**src/rtl/pwr_sys_pkg.sv**
```systemverilog
package pwr_sys_pkg;

    localparam int SFR_W = 8;

    // Bit positions inside the power register
    localparam int PB_LIGHT = 0;
    localparam int PB_DEEP  = 1;
    localparam int PB_FLAG0 = 2;
    localparam int PB_FLAG1 = 3;
    localparam int PB_BAUD2 = 7;

    // Bit positions inside the system register
    localparam int SB_MUTE  = 0;
    localparam int SB_WDOG  = 7;

    typedef struct packed {
        logic baud2;
        logic flag1;
        logic flag0;
        logic deep;
        logic light;
    } pwr_reg_t;

    typedef struct packed {
        logic wdog;
        logic mute;
    } sys_reg_t;

    typedef enum logic [1:0] {
        MODE_RUN   = 2'd0,
        MODE_LIGHT = 2'd1,
        MODE_DEEP  = 2'd2
    } pwr_mode_e;

    function automatic logic [SFR_W-1:0] pwr_to_byte(pwr_reg_t r);
        logic [SFR_W-1:0] b;
        b = '0;
        b[PB_LIGHT] = r.light;
        b[PB_DEEP]  = r.deep;
        b[PB_FLAG0] = r.flag0;
        b[PB_FLAG1] = r.flag1;
        b[PB_BAUD2] = r.baud2;
        return b;
    endfunction

    function automatic pwr_reg_t byte_to_pwr(logic [SFR_W-1:0] b);
        pwr_reg_t r;
        r.baud2 = b[PB_BAUD2];
        r.flag1 = b[PB_FLAG1];
        r.flag0 = b[PB_FLAG0];
        r.deep  = b[PB_DEEP];
        // deep sleep wins over light sleep
        r.light = b[PB_LIGHT] & ~b[PB_DEEP];
        return r;
    endfunction

    function automatic logic [SFR_W-1:0] sys_to_byte(sys_reg_t r);
        logic [SFR_W-1:0] b;
        b = '0;
        b[SB_MUTE] = r.mute;
        b[SB_WDOG] = r.wdog;
        return b;
    endfunction

endpackage

```
**src/rtl/pwr_mode_reg.sv**
```systemverilog
module pwr_mode_reg
    import pwr_sys_pkg::*;
(
    input  logic      clk,
    input  logic      rst,
    input  logic      wr_en,
    input  pwr_reg_t  wr_val,
    input  logic      irq,
    output pwr_reg_t  q,
    output pwr_mode_e mode
);

    always_ff @(posedge clk) begin
        if (rst) begin
            q <= '0;
        end else if (!q.deep) begin
            if (wr_en)
                q <= wr_val;
            else if (q.light && irq)
                q.light <= 1'b0;
        end
    end

    always_comb begin
        if (q.deep)       mode = MODE_DEEP;
        else if (q.light) mode = MODE_LIGHT;
        else              mode = MODE_RUN;
    end

    AST_IRQ_WAKES: assert property (@(posedge clk) disable iff (rst)
        (q.light && irq && !wr_en) |=> !q.light);
    AST_DEEP_STICKS: assert property (@(posedge clk) disable iff (rst)
        q.deep |=> (q.deep && $stable(q.baud2) && $stable(q.flag0)));
    AST_ONE_SLEEP: assert property (@(posedge clk) disable iff (rst)
        !(q.light && q.deep));

endmodule

```
**src/rtl/sys_ctl_reg.sv**
```systemverilog
module sys_ctl_reg
    import pwr_sys_pkg::*;
(
    input  logic     clk,
    input  logic     rst_ext,
    input  logic     wdt_ovf,
    input  logic     wr_en,
    input  logic     wr_mute,
    input  logic     wr_wdog,
    output sys_reg_t q
);

    always_ff @(posedge clk) begin
        if (rst_ext) begin
            q <= '0;
        end else if (wdt_ovf) begin
            q.mute <= 1'b0;
            q.wdog <= 1'b1;
        end else if (wr_en) begin
            q.mute <= wr_mute;
            if (!wr_wdog)
                q.wdog <= 1'b0;
        end
    end

    AST_WDOG_SET: assert property (@(posedge clk) disable iff (rst_ext)
        wdt_ovf |=> q.wdog);
    AST_WDOG_KEEP: assert property (@(posedge clk) disable iff (rst_ext)
        (q.wdog && !wdt_ovf && !(wr_en && !wr_wdog)) |=> q.wdog);

endmodule

```
**src/rtl/strobe_gen.sv**
```systemverilog
module strobe_gen #(
    parameter int HALF = 3
) (
    input  logic clk,
    input  logic rst,
    input  logic run,
    output logic tog
);

    localparam int CW = (HALF > 1) ? $clog2(HALF) : 1;

    generate
        if (HALF == 1) begin : g_direct
            always_ff @(posedge clk) begin
                if (rst)      tog <= 1'b0;
                else if (run) tog <= ~tog;
            end
        end else begin : g_count
            logic [CW-1:0] cnt;
            always_ff @(posedge clk) begin
                if (rst) begin
                    cnt <= '0;
                    tog <= 1'b0;
                end else if (run) begin
                    if (cnt == CW'(HALF - 1)) begin
                        cnt <= '0;
                        tog <= ~tog;
                    end else begin
                        cnt <= cnt + 1'b1;
                    end
                end
            end
        end
    endgenerate

    AST_STROBE_FROZEN: assert property (@(posedge clk) disable iff (rst)
        !run |=> $stable(tog));

endmodule

```
**src/rtl/pwr_sys_ctrl.sv**
```systemverilog
module pwr_sys_ctrl
    import pwr_sys_pkg::*;
#(
    parameter logic [SFR_W-1:0] PWR_ADDR = 8'h87,
    parameter logic [SFR_W-1:0] SYS_ADDR = 8'hBF,
    parameter int               ALE_HALF = 3
) (
    input  logic             clk,
    input  logic             rst_ext,
    input  logic [SFR_W-1:0] sfr_addr,
    input  logic [SFR_W-1:0] sfr_wdata,
    input  logic             sfr_wr,
    input  logic             sfr_rd,
    output logic [SFR_W-1:0] sfr_rdata,
    input  logic             irq,
    input  logic             wdt_ovf,
    output logic             cpu_clk_en,
    output logic             periph_clk_en,
    output logic             ale,
    output logic             smod,
    output logic             sys_rst
);

    logic      rst_all;
    logic      pwr_wr;
    logic      sys_wr;
    pwr_reg_t  pwr_q;
    sys_reg_t  sys_q;
    pwr_mode_e mode;
    logic      strobe;
    logic      rst_q;

    assign rst_all = rst_ext | wdt_ovf;
    assign pwr_wr  = sfr_wr && (sfr_addr == PWR_ADDR);
    assign sys_wr  = sfr_wr && (sfr_addr == SYS_ADDR);

    pwr_mode_reg u_pwr (
        .clk    (clk),
        .rst    (rst_all),
        .wr_en  (pwr_wr),
        .wr_val (byte_to_pwr(sfr_wdata)),
        .irq    (irq),
        .q      (pwr_q),
        .mode   (mode)
    );

    sys_ctl_reg u_sys (
        .clk     (clk),
        .rst_ext (rst_ext),
        .wdt_ovf (wdt_ovf),
        .wr_en   (sys_wr),
        .wr_mute (sfr_wdata[SB_MUTE]),
        .wr_wdog (sfr_wdata[SB_WDOG]),
        .q       (sys_q)
    );

    strobe_gen #(.HALF(ALE_HALF)) u_strobe (
        .clk (clk),
        .rst (rst_all),
        .run (mode != MODE_DEEP),
        .tog (strobe)
    );

    always_ff @(posedge clk) begin
        rst_q <= rst_all;
    end

    always_comb begin
        sfr_rdata = '0;
        if (sfr_rd) begin
            case (sfr_addr)
                PWR_ADDR: sfr_rdata = pwr_to_byte(pwr_q);
                SYS_ADDR: sfr_rdata = sys_to_byte(sys_q);
                default:  sfr_rdata = '0;
            endcase
        end
    end

    assign cpu_clk_en    = (mode == MODE_RUN);
    assign periph_clk_en = (mode != MODE_DEEP);
    assign ale           = strobe & ~sys_q.mute;
    assign smod          = pwr_q.baud2;
    assign sys_rst       = rst_q;

    AST_MUTE_SILENCES: assert property (@(posedge clk) disable iff (rst_all)
        sys_q.mute |-> !ale);
    AST_WAKE_ENABLES: assert property (@(posedge clk) disable iff (rst_all)
        (mode == MODE_LIGHT && irq && !sfr_wr) |=> cpu_clk_en);
    AST_RESET_PULSE: assert property (@(posedge clk)
        rst_all |=> (sys_rst && cpu_clk_en && periph_clk_en));

endmodule

```
**config.mk**
```make
export PLATFORM = sky130hd
export DESIGN_NAME = pwr_sys_ctrl
export DESIGN_NICKNAME = d
export VERILOG_FILES = /design/src/rtl/pwr_sys_pkg.sv /design/src/rtl/pwr_mode_reg.sv /design/src/rtl/sys_ctl_reg.sv /design/src/rtl/strobe_gen.sv /design/src/rtl/pwr_sys_ctrl.sv
export SDC_FILE = /design/constraint.sdc
export NUM_CORES = 1
export LEC_CHECK = 0
export BUFFER_PORTS_ARGS = -buffer_cell sky130_fd_sc_hd__clkbuf_2
export CAP_MARGIN = 20
export CORE_MARGIN = 3
export CORE_UTILIZATION = 44
export DETAILED_ROUTE_END_ITERATION = 16
export HOLD_SLACK_MARGIN = 0.15
export PLACE_DENSITY = 0.81
export SETUP_SLACK_MARGIN = 0.1
export SLEW_MARGIN = 20
export SYNTH_ARGS = -nofsm -noshare
export SYNTH_HDL_FRONTEND = slang
export SYNTH_SLANG_ARGS = --single-unit
```
**constraint.sdc**
```tcl
create_clock -name clk -period 1.9 [get_ports clk]
set_input_delay 0.19 -clock clk [delete_from_list [all_inputs] [get_ports clk]]
set_output_delay 0.19 -clock clk [all_outputs]
set_load 0.005 [all_outputs]
```
==> results.toml <==
[sta]
period_needed_ns = 1.23
setup_tns_ns = 0
rsz0062_at_grt = "false"
setup_violations = 0
skew_ns = 0.00255
period_share_pct = 64.9
hold_viol = 0
fmax_mhz = 811
slew_violations = 0

[layout]
n_antenna_cell = 0
fin_cells = 114
layout_commonest_cell = "clkbuf_2"
final_util_pct = 63.7
drive_gt1_share_pct = 37.0
area_growth_pct = 28.7
layout.nets = 123
final_cell_mix = "28 x clkbuf_2, 11 x dfxtp_1, 10 x nand2_1, 9 x nor2_1, 5 x mux2i_1"

[clock_tree]
cts-buffers-inserted = 3
clkTransAtPathRegs_ns = 0.06
cts_resized = 0
clockBufferDepth = 2
cts-root-buf = "clkbuf_4"
numClockSinks = 11
htreeDepth = 1
clock_latency_ns = 0.27
cts_tree = "yes"

[global_route]
grt_usage_pct = 16.0
first_global_vias = 559
grt_max_degree = 12
antenna_found_initial = 0
grt_pass1_wl_um = 2250
gr-total-overflow = 0

[setup_path]
worstSetupPathType = "in -> out"
timing.rr.start = "u_pwr.q[1]$_SDFF_PP0_"
r2r_slack_ns = 0.79
endpoint = "sfr_rdata[2]"
crit_buf_inv = 2
rr_worst_depth = 3
crit_family = "simple AND/OR/NAND/NOR gates"
worst_path_most_repeated_cell = "clkbuf_2"
path_depth = 5
end_kind = "primary output"
cp-start-kind = "input pin"
cp_slowest_cell = "nor2b_1"
cp_data_arrival_time_ns = 1.04
cp.required_ns = 1.71
worstPathMaxFanout = 5
reg2reg_to = "u_pwr.q[4]$_SDFFE_PP0P_"
crit_chain = "clkbuf_2 > nor2b_1 > and3_1 > and3_2 > clkbuf_2"
crit_start = "sfr_addr[7]"
cpPeakStageDelay_ns = 0.25

[synth]
synth_area_um2 = 579
yosysWarnings = 0
synth_top_area_share_pct = 38.0
yosysSeqAreaShare_pct = 38.0
yosys_register_bits = 11
synth_cell_types = 25
synth_area_leaders = "dfxtp_1 38%, mux2i_1 8.6%, nand2_1 6.5%, nor2_1 5.8%, and3_2 5.2%"
yosys.area.top_type = "dfxtp_1"
post_synth.cell_area_avg_um2 = 8.28
syn_inst = 70

[drt]
antenna_left = 0
finalWirelength_um = 1200
wire_per_inst_um = 10.5
drtIter0Drc = 7
via_per_inst = 5.01
firstDrtPassIters = 2
drc_errors = 0
num_vias = 571

[placement]
place_inst = 109
portBuffers = 28
place_hpwl_um = 1020
finalWeightedCongestion = 0.702

[floorplanning]
core_area_mm2 = 0.00117
die_w_um = 42.3
rows = 12
die_area_mm2 = 0.00179
die_y_um = 42.3
start_util_pct = 49.5
io_pins = 35

[power]
switching_share_pct = 23.1
power_density_mw_per_mm2 = 597
cellInternalPower_w = 0.000343
p_total_w = 0.000446
seqPwrFrac_pct = 53.5
clock_power_share_pct = 35.1
ir_worst_vdd_mv = 0.321
p_sw_w = 0.000103
p_comb_share_pct = 11.5
power.leakage_nw = 0.346

[outcome]
status = "finished, final reports clean"

[run]
cap_violations = 0

[min_path]
hp-class = "in -> reg"
## synth_stat cells
cell / number
and4_1: 2
nor2_1: 9
a21oi_1: 3
and3_1: 3
nor3_1: 1
and3_2: 4
nand3_1: 2
buf_4: 3
dfxtp_1: 11
buf_6: 1
nor3_4: 1
xnor2_1: 1
nand3b_1: 1
a211oi_1: 1
nand2b_1: 1
nor2b_1: 2
inv_1: 2
buf_2: 1
nand2_1: 10
nor3b_1: 1
clkbuf_1: 1
nand4_1: 1
mux2i_1: 5
a22oi_1: 2
conb_1: 1
## cells by family after synthesis
family / count (synthesis) / synth area share (%)
AND/OR/NAND/NOR: 38 / 36.1
flip-flops: 11 / 38.0
buffers and inverters: 8 / 8.64
AO/OA/AOI/OAI: 6 / 6.48
multiplexers: 5 / 8.64
XOR/XNOR: 1 / 1.51
other: 1 / 0.647
## tightest hold or removal path: stages
cell and delay [ns]:
clkbuf_2 0.08, nand2_1 0.05, mux2i_1 0.06
## power groups by stage
stage / clock network (W) / logic, W / registers, W
after CTS: 0.000162 / 0.0000512 / 0.000238
after global routing: 0.000170 / 0.0000589 / 0.000238
final: 0.000156 / 0.0000511 / 0.000238
after global placement: 0 / 0.0000479 / 0.000243
after detailed placement: 0 / 0.0000493 / 0.000244
after floorplan: 0 / 0.0000256 / 0.000243
## how the worst min path moves through the flow
stage	cells after the start	to	startpoint
floorplan	1	u_sys.q[1]$_SDFFE_PP0P_	rst_ext
global placement	2	u_sys.q[1]$_SDFFE_PP0P_	rst_ext
detailed placement	2	u_sys.q[1]$_SDFFE_PP0P_	rst_ext
CTS	3	u_pwr.q[2]$_SDFFE_PP0P_	sfr_wdata[2]
global route	3	u_pwr.q[3]$_SDFFE_PP0P_	sfr_wdata[3]
finish	3	u_pwr.q[2]$_SDFFE_PP0P_	sfr_wdata[2]
## per-stage QoR
step                      cell area (um2)  setup WS, ns  hold slack (ns)
final                                 746         0.667            0.155
after global routing                  746         0.567            0.175
after CTS                             746         0.664            0.152
after detailed placement              709         0.638            0.375
after global placement                709         0.673            0.369
after floorplan                       587         0.875            0.263
## metal layers
layer	track usage (%)	vias to the layer above	share of wire [%]
met1	19.2	253	44
met3	2.58	3	8.1
li1	-	293	-
met2	26.4	22	46
met4	9.32	0	1.4
met5	0	-	0
## sequential cells by signal, indices dropped and copies added, names as in the netlist
signal,cells
u_pwr.q,5
u_strobe.g_count.cnt,2
u_sys.q,2
sys_rst,1
u_strobe.tog,1
## final cells by class
class,instances,area [um2]
fill,98,425
multi-input combinational,53,317
sequential,11,220
timing repair buffer,30,158
clock buffer,4,26.3
tap,14,17.5
inverter,2,7.51
## timing repair
item	CTS	global route
setup buffers	0	0
endpoints found under the setup margin	0	0
hold buffers	1	0
endpoints found under the hold margin	1	0
No activity file was read; power rests on OpenSTA's default activity.
